**src/rtl/rst_pkg.sv**
```systemverilog
package rst_pkg;

  // Single point of configuration for value and tag widths.
  localparam int DATA_W   = 32;
  localparam int TAG_W    = 4;
  localparam int NUM_REGS = 16;

  typedef logic [DATA_W-1:0] data_t;
  typedef logic [TAG_W-1:0]  tag_t;

  // Result of one source lookup: producer tag (0 = ready) and value.
  typedef struct packed {
    tag_t  tag;
    data_t val;
  } operand_t;

  // A pending tag is satisfied by a valid, nonzero broadcast of the same tag.
  function automatic logic tag_hit(input tag_t pend, input logic bv, input tag_t bt);
    return bv && (bt != '0) && (pend == bt);
  endfunction

  // Operand as seen at issue: bypass first, then pending, then ready value.
  function automatic operand_t resolve(input data_t val, input tag_t pend,
                                       input logic bv, input tag_t bt, input data_t bd);
    operand_t r;
    if (tag_hit(pend, bv, bt)) begin
      r.tag = '0;
      r.val = bd;
    end else if (pend != '0) begin
      r.tag = pend;
      r.val = '0;
    end else begin
      r.tag = '0;
      r.val = val;
    end
    return r;
  endfunction

endpackage

```
**src/rtl/rst_entry.sv**
```systemverilog
module rst_entry
  import rst_pkg::*;
(
  input  logic  clk,
  input  logic  rst_n,
  input  logic  claim_we,
  input  tag_t  claim_tag,
  input  logic  bus_valid,
  input  tag_t  bus_tag,
  input  data_t bus_data,
  output data_t cur_val,
  output tag_t  cur_tag,
  output logic  bus_hit
);

  data_t val_q;
  tag_t  tag_q;

  assign bus_hit = tag_hit(tag_q, bus_valid, bus_tag);
  assign cur_val = val_q;
  assign cur_tag = tag_q;

  // A new claim takes priority: the newest producer owns the register.
  always_ff @(posedge clk or negedge rst_n) begin
    if (!rst_n) begin
      val_q <= '0;
      tag_q <= '0;
    end else if (claim_we) begin
      tag_q <= claim_tag;
    end else if (bus_hit) begin
      val_q <= bus_data;
      tag_q <= '0;
    end
  end

endmodule

```
**src/rtl/rst_dst_decode.sv**
```systemverilog
module rst_dst_decode #(
  parameter int REGS  = 16,
  localparam int IDX_W = $clog2(REGS)
) (
  input  logic             valid,
  input  logic [IDX_W-1:0] dst,
  output logic [REGS-1:0]  we
);

  for (genvar i = 0; i < REGS; i++) begin : g_dec
    assign we[i] = valid && (dst == IDX_W'(i));
  end

endmodule

```
**src/rtl/rst_read_port.sv**
```systemverilog
module rst_read_port
  import rst_pkg::*;
#(
  parameter int REGS  = 16,
  localparam int IDX_W = $clog2(REGS)
) (
  input  logic [IDX_W-1:0] sel,
  input  data_t            vals [REGS],
  input  tag_t             tags [REGS],
  input  logic             bus_valid,
  input  tag_t             bus_tag,
  input  data_t            bus_data,
  output data_t            out_val,
  output tag_t             out_tag
);

  operand_t op;

  always_comb begin
    op = resolve(vals[sel], tags[sel], bus_valid, bus_tag, bus_data);
  end

  assign out_val = op.val;
  assign out_tag = op.tag;

endmodule

```
**src/rtl/rename_status_table.sv**
```systemverilog
module rename_status_table
  import rst_pkg::*;
#(
  parameter int REGS   = rst_pkg::NUM_REGS,
  localparam int IDX_W = $clog2(REGS),
  localparam int DW    = rst_pkg::DATA_W,
  localparam int TW    = rst_pkg::TAG_W
) (
  input  logic             clk,
  input  logic             rst_n,
  input  logic             iss_valid,
  input  logic [IDX_W-1:0] iss_dst,
  input  logic [TW-1:0]    iss_tag,
  input  logic [IDX_W-1:0] src_a_idx,
  input  logic [IDX_W-1:0] src_b_idx,
  output logic [DW-1:0]    src_a_val,
  output logic [TW-1:0]    src_a_tag,
  output logic [DW-1:0]    src_b_val,
  output logic [TW-1:0]    src_b_tag,
  input  logic             bus_valid,
  input  logic [TW-1:0]    bus_tag,
  input  logic [DW-1:0]    bus_data
);

  // Named internal events, brought out for the checker.
  logic [REGS-1:0] claim_vec;
  logic [REGS-1:0] hit_vec;
  data_t           ent_val [REGS];
  tag_t            ent_tag [REGS];

  rst_dst_decode #(.REGS(REGS)) u_dec (
    .valid (iss_valid),
    .dst   (iss_dst),
    .we    (claim_vec)
  );

  for (genvar i = 0; i < REGS; i++) begin : g_ent
    rst_entry u_ent (
      .clk       (clk),
      .rst_n     (rst_n),
      .claim_we  (claim_vec[i]),
      .claim_tag (iss_tag),
      .bus_valid (bus_valid),
      .bus_tag   (bus_tag),
      .bus_data  (bus_data),
      .cur_val   (ent_val[i]),
      .cur_tag   (ent_tag[i]),
      .bus_hit   (hit_vec[i])
    );
  end

  rst_read_port #(.REGS(REGS)) u_rd_a (
    .sel       (src_a_idx),
    .vals      (ent_val),
    .tags      (ent_tag),
    .bus_valid (bus_valid),
    .bus_tag   (bus_tag),
    .bus_data  (bus_data),
    .out_val   (src_a_val),
    .out_tag   (src_a_tag)
  );

  rst_read_port #(.REGS(REGS)) u_rd_b (
    .sel       (src_b_idx),
    .vals      (ent_val),
    .tags      (ent_tag),
    .bus_valid (bus_valid),
    .bus_tag   (bus_tag),
    .bus_data  (bus_data),
    .out_val   (src_b_val),
    .out_tag   (src_b_tag)
  );

endmodule

```
**config.mk**
```make
export PLATFORM = sky130hd
export DESIGN_NAME = rename_status_table
export DESIGN_NICKNAME = d
export VERILOG_FILES = /design/src/rtl/rst_pkg.sv /design/src/rtl/rst_entry.sv /design/src/rtl/rst_dst_decode.sv /design/src/rtl/rst_read_port.sv /design/src/rtl/rename_status_table.sv
export SDC_FILE = /design/constraint.sdc
export NUM_CORES = 1
export LEC_CHECK = 0
export BUFFER_PORTS_ARGS = -buffer_cell sky130_fd_sc_hd__buf_2
export CORE_ASPECT_RATIO = 0.5
export CORE_MARGIN = 10
export CORE_UTILIZATION = 25
export DETAILED_ROUTE_END_ITERATION = 12
export GPL_ROUTABILITY_DRIVEN = 0
export GPL_TIMING_DRIVEN = 0
export HOLD_SLACK_MARGIN = 0.06
export PLACE_DENSITY_LB_ADDON = 0.05
export SYNTH_ARGS = -nofsm -noshare
export SYNTH_HDL_FRONTEND = slang
export SYNTH_SLANG_ARGS = --single-unit
```
**constraint.sdc**
```tcl
create_clock -name clk -period 4 [get_ports clk]
set_input_delay 0.2 -clock clk [delete_from_list [all_inputs] [get_ports clk]]
set_output_delay 0.2 -clock clk [all_outputs]
set_load 0.02 [all_outputs]
```
==> results.tsv <==
stage	metric	value	unit
yosys	synth_cells	2210	
yosys	ys_seq_elements	576	
timing	tns	0	ns
grt	grtUsageTotal	18.3	%
setup_path	start_kind	input pin	
floorplanning	num_io_pins	128	
placed_design	portBuffers	119	
drt	vias_per_cell	5.14	
cts	path_clk_slew	0.06	ns
floorplanning	die_area	145000	um2
cts	cts_max_path_buffers	3	
yosys	synth_edf_count	0	
drt	vias	21700	
grt	antenna_found_initial	4	
power_and_ir_drop	vdd_drop_max	338	uV
floorplanning	die_width	529	um
drt	drc_errors	0	
yosys	synth_flop_cell	dfrtp_1	
timing	finalHoldViolations	0	
timing	maxSlewHeadroom	0.293	%
setup_path	crit_path_cell_trace	buf_2, clkbuf_1, clkdlybuf4s15_1, xnor2_1, nand4_1, nor3_2, clkbuf_1, mux2_2	
floorplanning	fp.coreArea	129000	um2
timing	finalCritPeriodShare	98.1	%
timing	period_needed	3.93	ns
cts	clkLatencyLatePin	0.65	ns
grt	grt_pass1_vias	22700	
drt	routed_wl	134000	um
status	failed_checks	capacitance limit	
floorplanning	start_util	25.2	%
job	cap_viol_max_count	1	
yosys	async_flop_share	100	%
yosys	ys_seq_area_share	44.5	%
placed_design	dp_slack	-1.05	ns
timing	drv_slew	0	
finish	drive_gt1_share	49.7	%
cts	cts-root-buf	clkbuf_16	
yosys	synth_area_leader_cell	dfrtp_1	
setup_path	required	4.51	ns
power_and_ir_drop	p_leak	15.2	nW
grt	grt_max_degree	105	
yosys	synthTopCellsByArea	dfrtp_1 (45%), mux4_2 (24%), mux2_2 (18%)	
cts	cts_tree	built	
setup_path	cp_max_fo	10	
timing	fmax	255	MHz
finish	final_cell_mix	dfrtp_1 (576), mux2_2 (527), mux4_2 (346)	
cts	cts.sinks	576	
timing	setup_slack	0.0748	ns
drt	dr.pass1.iters	5	
yosys	synth_area_per_cell	14.6	um2
setup_path	critPathKind	input pin to register	
status	status	complete, but fails checks	
finish	fillers	12900	
finish	layout.cells.most_common	dfrtp_1	
yosys	synth_nets	2266	
drt	drt_iter0_drc	1387	
yosys	ys_warn_count	0	
floorplanning	std_cell_rows	93	
power_and_ir_drop	cellPowerDensity	695	nW/um2
timing	tightest_slew	1.50	ns
setup_path	arrival	4.43	ns
floorplanning	fp.dieH	274	um
timing	rsz0062_at_grt	yes	
grt	grt_pass1_wl	188000	um
setup_path	max_stage_delay	0.98	ns
yosys	synth_top_area_share	44.5	%
grt	grt-ovfl-total	0	
drt	final_antenna_net_count	0	
setup_path	ff2ff_setup_slack	0.84	ns
timing	skew	0.0299	ns
cts	cts_max_level	3	
cts	cts_buffers	67	
timing	setup_viol	0	
worst_hold_path	hp-class	input pin to register	
placed_design	post-dp-hpwl	89600	um
drt	wl_per_cell	31.7	um
finish	nets	2518	
setup_path	slowest_stage	clkbuf_1	
finish	area_delta_synth_final	18.8	%
yosys	synth.distinct_cells	41	
setup_path	end_kind	register	
yosys	syn-cell-area	32400	um2
setup_path	crit_top_cell	clkbuf_1	
-- cell families after synthesis --
kind of cell / count (synthesis) / synth area share (%)
xor+xnor: 68 / 1.84
mux: 888 / 42.9
buf+inv: 265 / 3.30
flops: 576 / 44.5
simple gates: 263 / 3.70
compound gates: 150 / 3.69
-- Yosys cell counts (2+ instances only) --
library cell / number
o21ai_0: 64
nor2_1: 35
nor3_1: 28
mux4_2: 346
clkbuf_1: 141
buf_1: 28
nor4_1: 4
inv_1: 68
nand4_1: 17
mux2i_1: 14
o41ai_1: 3
nand2_1: 141
o22ai_1: 4
xnor2_1: 67
o2bb2ai_2: 22
buf_6: 4
nor2b_1: 7
o211a_1: 2
or3_1: 4
dfrtp_1: 576
o2bb2ai_1: 42
a221oi_1: 3
nand2b_1: 9
nor4_4: 2
buf_2: 22
a22oi_1: 6
or2_2: 3
mux2_2: 527
and3_1: 2
nand3_1: 8
-- where the power goes --
| part | leakage, nW | switching (mW) | internal (mW) |
|---|---|---|---|
| clock | 1.10 | 2.72 | 3.77 |
| sequential | 7.11 | 2.13 | 8.58 |
| combinational | 7.02 | 3.96 | 5.58 |
-- sequential cells by signal, summed over array words and instances, names as in the netlist --
| signal | cells |
|---|---|
| g_ent.u_ent.cur_val | 512 |
| g_ent.u_ent.cur_tag | 64 |
-- worst max-delay path: cells and delay by family --
kind / cells / cell delay [ns]
simple gates: 2 / 0.91
xor+xnor: 1 / 0.19
buf+inv: 4 / 2.70
mux: 1 / 0.42
-- repair_timing --
action | CTS | global route
pin swaps | 2 | 1
hold endpoints to repair | 688 | 0
gates resized for setup | 63 | 50
hold buffers | 42 | 0
gates cloned | 0 | 0
setup endpoints to repair | 168 | 108
buffers inserted | 5 | 1
-- layout make-up --
cell class,count,area (um2),share of cell area (%)
Antenna cell,2,5.00,0.0130
Tap cell,1710,2140,5.57
Inverter,69,259,0.674
Clock buffer,108,2100,5.45
Clock inverter,10,129,0.335
Buffer,196,1000,2.61
Timing Repair Buffer,183,1390,3.61
Sequential cell,576,14400,37.5
Multi-Input combinational cell,1369,17000,44.2
-- routing by layer --
metal | track usage, % | routed length (um)
met1 | 26.9 | 66000
met2 | 28.1 | 59800
met3 | 3.14 | 5170
met4 | 4.04 | 2830
met5 | 0 | 18
-- through the flow --
step / utilization [%] / power [mW] / instance area, um2 / hold WS [ns] / instances
floorplan: - / 17.0 / 32400 / -0.0956 / 2210
CTS: 29.8 / 27.1 / 38300 / 0.0603 / 4220
global placement: 27.3 / 20.1 / 35100 / 0.501 / 4039
detailed placement: 27.6 / 20.3 / 35500 / 0.129 / 4055
global route: 29.9 / 28.3 / 38400 / 0.113 / 4221
finish: 29.9 / 26.7 / 38400 / 0.129 / 4223
-- worst paths after layout --
kind | startpoint | endpoint | cells after the start
max in group asynchronous | rst_n | g_ent[9].u_ent.cur_val[12] | 4
setup / recovery | bus_tag[0] | g_ent[3].u_ent.cur_val[2] | 8
hold / removal | iss_tag[3] | g_ent[8].u_ent.cur_tag[3] | 3
setup reg to reg | g_ent[1].u_ent.cur_tag[3] | g_ent[1].u_ent.cur_val[16] | 5
hold reg to reg | g_ent[14].u_ent.cur_val[5] | g_ent[14].u_ent.cur_val[5] | 1
min in group asynchronous | rst_n | g_ent[10].u_ent.cur_val[24] | 3
Power figures use the tool's default switching activity.
